--- config.mk ---
export PLATFORM = sky130hd
export DESIGN_NAME = xcvr_power_ctrl
export DESIGN_NICKNAME = d
export VERILOG_FILES = /design/src/rtl/xcvr_power_ctrl.sv
export SDC_FILE = /design/constraint.sdc
export NUM_CORES = 1
export LEC_CHECK = 0
export ABC_AREA = 1
export BUFFER_PORTS_ARGS = -buffer_cell sky130_fd_sc_hd__buf_2
export CAP_MARGIN = 10
export CORE_MARGIN = 5
export CORE_UTILIZATION = 55
export DETAILED_ROUTE_END_ITERATION = 8
export PLACE_DENSITY_LB_ADDON = 0.25
export SLEW_MARGIN = 40
export SYNTH_ARGS = -nofsm -noshare
export SYNTH_HDL_FRONTEND = slang
export SYNTH_SLANG_ARGS = --single-unit
--- constraint.sdc ---
create_clock -name clk -period 1.47 [get_ports clk]
set_input_delay 0.2205 -clock clk [delete_from_list [all_inputs] [get_ports clk]]
set_output_delay 0.2205 -clock clk [all_outputs]
set_load 0.005 [all_outputs]
--- src/rtl/xcvr_power_ctrl.sv ---
module xcvr_power_ctrl #(
  parameter int FILT_TICKS = 50
) (
  input  logic clk,
  input  logic rst_n,
  input  logic tick_us,
  input  logic en_in,
  input  logic wake_n_in,
  input  logic bus_rec,
  input  logic uv_flag,
  input  logic fault,
  output logic tx_en,
  output logic rxd_low,
  output logic inh_en,
  output logic term_en
);

  localparam int CW = $clog2(FILT_TICKS + 1);
  localparam logic [CW-1:0] LAST = CW'(FILT_TICKS - 1);

  typedef enum logic [1:0] {M_SLEEP, M_STBY, M_ACT} mode_t;

  mode_t mode, mode_nxt;
  logic [1:0] en_sr, wk_sr;
  logic en_s, wk_s, wk_prev, bus_prev;
  logic bw_arm, lw_arm, bw_hit, lw_hit, asleep;
  logic [CW-1:0] bw_cnt, lw_cnt;

  assign en_s   = en_sr[1];
  assign wk_s   = wk_sr[1];
  assign asleep = (mode == M_SLEEP);

  always_ff @(posedge clk or negedge rst_n) begin
    if (!rst_n) begin
      en_sr    <= 2'b00;
      wk_sr    <= 2'b11;
      wk_prev  <= 1'b1;
      bus_prev <= 1'b1;
    end else begin
      en_sr    <= {en_sr[0], en_in};
      wk_sr    <= {wk_sr[0], wake_n_in};
      wk_prev  <= wk_s;
      bus_prev <= bus_rec;
    end
  end

  assign bw_hit = asleep & bw_arm & tick_us & ~bus_rec & (bw_cnt == LAST);
  assign lw_hit = asleep & lw_arm & tick_us & ~wk_s & (lw_cnt == LAST);

  always_ff @(posedge clk or negedge rst_n) begin
    if (!rst_n) begin
      bw_arm <= 1'b0;
      bw_cnt <= '0;
    end else if (!asleep || bus_rec) begin
      bw_arm <= 1'b0;
      bw_cnt <= '0;
    end else if (bus_prev) begin
      bw_arm <= 1'b1;
      bw_cnt <= '0;
    end else if (bw_arm && tick_us) begin
      if (bw_cnt == LAST) begin
        bw_arm <= 1'b0;
        bw_cnt <= '0;
      end else begin
        bw_cnt <= bw_cnt + 1'b1;
      end
    end
  end

  always_ff @(posedge clk or negedge rst_n) begin
    if (!rst_n) begin
      lw_arm <= 1'b0;
      lw_cnt <= '0;
    end else if (!asleep || wk_s) begin
      lw_arm <= 1'b0;
      lw_cnt <= '0;
    end else if (wk_prev) begin
      lw_arm <= 1'b1;
      lw_cnt <= '0;
    end else if (lw_arm && tick_us) begin
      if (lw_cnt == LAST) begin
        lw_arm <= 1'b0;
        lw_cnt <= '0;
      end else begin
        lw_cnt <= lw_cnt + 1'b1;
      end
    end
  end

  always_comb begin
    mode_nxt = mode;
    if (uv_flag) begin
      mode_nxt = M_SLEEP;
    end else begin
      case (mode)
        M_SLEEP: if (en_s) mode_nxt = M_ACT;
                 else if (bw_hit || lw_hit) mode_nxt = M_STBY;
        M_STBY:  if (en_s) mode_nxt = M_ACT;
        M_ACT:   if (!en_s) mode_nxt = M_SLEEP;
        default: mode_nxt = M_SLEEP;
      endcase
    end
  end

  always_ff @(posedge clk or negedge rst_n) begin
    if (!rst_n) mode <= M_SLEEP;
    else        mode <= mode_nxt;
  end

  assign tx_en   = (mode == M_ACT) & ~fault;
  assign rxd_low = (mode == M_STBY) | ((mode == M_ACT) & ~bus_rec);
  assign inh_en  = ~asleep;
  assign term_en = ~asleep;


  uv_sleep_chk: assert property (@(posedge clk) disable iff (!rst_n)
    uv_flag |=> (mode == M_SLEEP));


  stby_entry_chk: assert property (@(posedge clk) disable iff (!rst_n)
    ((mode == M_STBY) && ($past(mode) != M_STBY)) |-> $past(bw_hit || lw_hit));


  stby_hold_chk: assert property (@(posedge clk) disable iff (!rst_n)
    ((mode == M_STBY) && !en_s && !uv_flag) |=> (mode == M_STBY));


  act_exit_chk: assert property (@(posedge clk) disable iff (!rst_n)
    ((mode == M_ACT) && !en_s) |=> (mode == M_SLEEP));


  wake_scope_chk: assert property (@(posedge clk) disable iff (!rst_n)
    (bw_arm || lw_arm) |-> $past(mode == M_SLEEP));


  fault_tx_chk: assert property (@(posedge clk) disable iff (!rst_n)
    fault |-> !tx_en);

endmodule

== Yosys cells after proc, flatten, opt, wreduce, memory -nomap -nowiden ==
Index checks and enable logic that the tools add are counted.
Operators by class
  multiplexer cells: 22
  bitwise gates (word level): 15
  equality and inequality tests: 7
  reduce and logical (&&, ||, !) cells: 14
  $add $sub $neg: 2
Operator list (count)
  two-way mux 6 bit: 8
  adder 6 x 1 -> 6 bit (second input constant): 2
  == test 6 bit (second input constant): 2
  nonzero test 3 bit: 4
  bitwise AND 1 bit: 10
  two-way mux 2 bit: 5
  two-way mux 1 bit: 8
  != test 3 bit (second input constant): 2
  one-hot mux 2 bit (3 select lines): 1
  != test 4 x 3 -> 1 bit (second input constant): 1
  NOT 1 bit: 4
  AND reduction 2 bit: 2
  logical OR 1 bit: 3
  AND reduction 3 bit: 1
  == test 2 x 1 -> 1 bit (second input constant): 1
  == test 2 bit (second input constant): 1
  logical AND 1 bit: 2
  logical NOT 2 bit: 1
  logical NOT 1 bit: 1
  bitwise OR 1 bit: 1
Word-level totals
  output and inout port bits: 4
  register bits: 22
  input bits: 8

== Depth between registers and ports, before layout ==
  depth after elaboration: 10
  gate-level depth with buffers: 8
  mapped depth without buffers: 8

== Worst setup path after synthesis ==
OpenSTA, ideal clock, no wires.
  kind: register -> register
  from: register lw_cnt[1]
  to: register lw_cnt[0]
  required time: 1.343 ns
  arrival time: 1.057 ns
  setup slack: 0.286 ns
  stages on the path, launching flop included: 8
  period minus slack after synthesis: 1.184 ns
  cells stage by stage: dfrtp_1 -> inv_1 -> ha_1 -> nand3_1 -> nor2_1 -> nor2_1 -> nand2_1 -> mux2i_1
On the way
  longest elaborated chain between the ends: 5
RTL lines
  start, declared: RTL line 27  | logic [CW-1:0] bw_cnt, lw_cnt;
  start signal, assigned: RTL line 85  | lw_cnt <= lw_cnt + 1'b1;
  == test 6 bit: RTL line 81  | if (lw_cnt == LAST) begin
  two-way mux 6 bit: RTL line 81
  two-way mux 6 bit: RTL line 80  | end else if (lw_arm && tick_us) begin
  two-way mux 6 bit: RTL line 77  | end else if (wk_prev) begin
  two-way mux 6 bit: RTL line 74  | end else if (!asleep || wk_s) begin
No other way between the ends. The select of a mux whose other input is x is not followed.
A chain may end at the register's enable or synchronous reset.

== Worst setup path in the final report ==
  from: register mode[0]
  to: output rxd_low
On the way
  longest elaborated chain between the ends: 3
  elaborated cells on any way between the ends: 4
  classes of those cells: 2 x eq/ne; 2 x bitwise
RTL lines
  start, declared: RTL line 23  | mode_t mode, mode_nxt;
  start signal, assigned: RTL line 107  | else mode <= mode_nxt;
  == test 2 bit: RTL line 111  | assign rxd_low = (mode == M_STBY) | ((mode == M_ACT) & ~bus_rec);
  bitwise AND 1 bit: RTL line 111
  bitwise OR 1 bit *: RTL line 111
  end, declared: RTL line 13  | output logic rxd_low,
Every way passes the cells marked *; elsewhere a longest branch is shown, timed or not.

==> flow_summary.ini <==
[drt]
detail_route.iter0.violations = 29
vias = 978
wl_per_cell_um = 11.4
ant_nets = 0
viasPerCell = 5.23
dr.pass1.iters = 4
drc = 0
finalWirelength_mm = 2.14

[power_and_ir_drop]
peakVddDrop_uv = 506
p_per_area_nw_per_um2 = 829
power_mw = 1.10
p_leak_nw = 0.654

[timing]
final.setup.worst_slack_ps = 83.0
maxSlewViolCount = 0
period_share = 0.944
fmax_mhz = 721
final-setup-viol-count = 0
worst_pin_slew_ps = 483
setup_tns_ps = 0
clock_skew_ps = 11.2
timing.slew.headroom = 0.678
fin_crit_ps = 1390
hold_viol = 0

[cts]
clockBufferDepth = 2
clock-sinks = 22
cts_htree_levels = 1
clk_latency_ps = 310
clk_transition_reported_paths_ps = 110
cts_buffers = 3
cts_root_buf = clkbuf_4
cts_tree = done

[global_routing]
grt_overflow = 0
use_met3 = 0.0371
antenna_found_initial = 0
grt_pass1_wl_mm = 3.95
grt_usage = 0.155
grt_pass1_vias = 950
use_met1 = 0.196
grt.met2_usage = 0.252
grt_max_degree = 23
grt.busiest_layer = met2

[place]
place.gp.congestion = 0.826
hpwl_mm = 1.59
dp.cells = 180
portBuffers = 11
placed_area_um2 = 1250
place_ws_ps = 170

[final_layout]
nFillCells = 175
layout-drive-gt1-share = 0.213
area_growth_pct = 13.3
final_cell_area_um2 = 1320
nets = 173
diodes = 0
instances_no_fill = 187

[critical_path]
r2r_setup_slack_ps = 170
required_ps = 1250
end_kind = output port
r2r_cells = 6
cp_max_fo = 3
startpoint_type = flip-flop
crit_type = reg2out
cp.arrival_ps = 1170

[job]
maxCapViolCount = 0

[min_path]
hold_class = in2reg
holdPathStages = 1

[logic_synthesis]
yosysSeqAreaShare = 0.476
yosys_warnings = 0
synth_edf_count = 0
synth_cell_types = 26
synth_nets = 155
synth_ff_type = dfrtp_1
netlist_area_um2 = 1170
avgSynthCellArea_um2 = 8.16
synth_seq_cells = 22
async_flop_share = 1.00
netlist_instances = 143

[floorplan]
dieArea_um2 = 3140
boundaryPins = 12
initial_core_util = 0.583
core_area_um2 = 2000
die_y_um = 56.1
num_rows = 16
die_w_um = 56.1

[status]
status = completed
[layout make-up]
type / count / area, um2 / share of cell area
Tap cell: 27 / 33.8 / 0.0255
Sequential cell: 22 / 556 / 0.420
Inverter: 22 / 82.6 / 0.0624
Timing Repair Buffer: 14 / 82.6 / 0.0624
Clock buffer: 4 / 36.3 / 0.0274
Multi-Input combinational cell: 98 / 532 / 0.402
[synthesized netlist by cell type (2+ instances only)]
library cell / count / share of area
nand2_1: 31 / 0.10
inv_1: 21 / 0.068
dfrtp_1: 18 / 0.39
nand3_1: 16 / 0.069
nor2_1: 14 / 0.045
a21oi_1: 4 / 0.017
dfstp_2: 4 / 0.090
ha_1: 4 / 0.043
nor2_2: 4 / 0.021
nand2_2: 3 / 0.016
nor3_1: 3 / 0.013
o22ai_1: 3 / 0.016
xor2_1: 3 / 0.023
nand4_1: 2 / 0.011
o21ai_1: 2 / 0.0086
[routing by layer]
metal,routed length (um),part of all wire
met3,128,0.060
met4,21,0.0098
met2,979,0.46
met1,1010,0.47
met5,0,0
[logic make-up (layout without fill, tap and decap cells)]
kind of cell / count (synthesis) / in the layout / share of synthesized area
XOR/XNOR: 4 / 4 / 0.0300
multiplexers: 1 / 1 / 0.00857
AND/OR/NAND/NOR: 75 / 75 / 0.293
buffers and inverters: 23 / 40 / 0.0772
AO/OA/AOI/OAI: 14 / 14 / 0.0729
adder cells (fa/ha/maj): 4 / 4 / 0.0429
flip-flops: 22 / 22 / 0.476
[layout by cell type (no fill, tap or decap)]
cell type,synthesis,routed
clkbuf_4,0,3
ha_1,4,4
a21oi_1,4,4
a21oi_2,1,1
inv_1,21,20
o21bai_1,1,1
nand2_1,31,31
inv_2,1,2
xnor2_1,1,1
nor2_2,4,5
dfrtp_1,18,18
nor2_4,1,2
o21ai_0,1,1
nand3_2,1,1
dfstp_2,4,4
mux2i_1,1,1
nor3_1,3,3
buf_4,1,1
a211oi_1,1,1
nand2_2,3,3
nand3_1,16,16
buf_2,0,11
nand4_1,2,2
clkbuf_8,0,1
o21ai_1,2,2
dlygate4sd3_1,0,2
o211ai_1,1,1
nor2_1,14,12
o22ai_1,3,3
xor2_1,3,3
[report_power, final]
part	leakage (nW)	internal [mW]	switching (mW)
Clock	0.0210	0.151	0.181
Combinational	0.347	0.0447	0.0787
Sequential	0.286	0.627	0.0134
Total	0.654	0.823	0.273
[path summary, 6_finish.rpt]
| check | startpoint | end |
|---|---|---|
| max | mode[0]$_DFFE_PN0P_ | rxd_low |
| min | en_in | en_sr[0]$_DFF_PN0_ |
| max reg2reg | mode[1]$_DFFE_PN0P_ | lw_cnt[3]$_DFFE_PN0P_ |
| min reg2reg | wk_sr[0]$_DFF_PN1_ | wk_sr[1]$_DFF_PN1_ |
| max in group asynchronous | rst_n | bus_prev$_DFF_PN1_ |
| min in group asynchronous | rst_n | lw_cnt[2]$_DFFE_PN0P_ |
[flip-flops by register name (all words and copies together), names as in the netlist]
name	flops
bus_prev	1
bw_arm	1
wk_prev	1
en_sr	2
lw_arm	1
lw_cnt	6
mode	2
bw_cnt	6
wk_sr	2
[stage by stage]
step	utilization	hold WS, ps
after detailed placement	0.624	211
after global placement	0.624	204
after global routing	0.661	2.79
after CTS	0.652	6.59
after floorplan	-	-75.1
final	0.661	16.5
[critical path, stage by stage (launching register included)]
cell and delay (ps):
dfrtp_1 430, inv_2 100, nand2_1 90, o21bai_1 130, buf_2 130
[what timing repair did]
action | 4_1_cts | 5_1_grt
hold endpoints to repair | 19 | 0
setup endpoints to repair | 0 | 2
hold buffers | 2 | 0
gates resized for setup | 0 | 4
buffers inserted | 0 | 1
(Power assumes the default switching activity.)
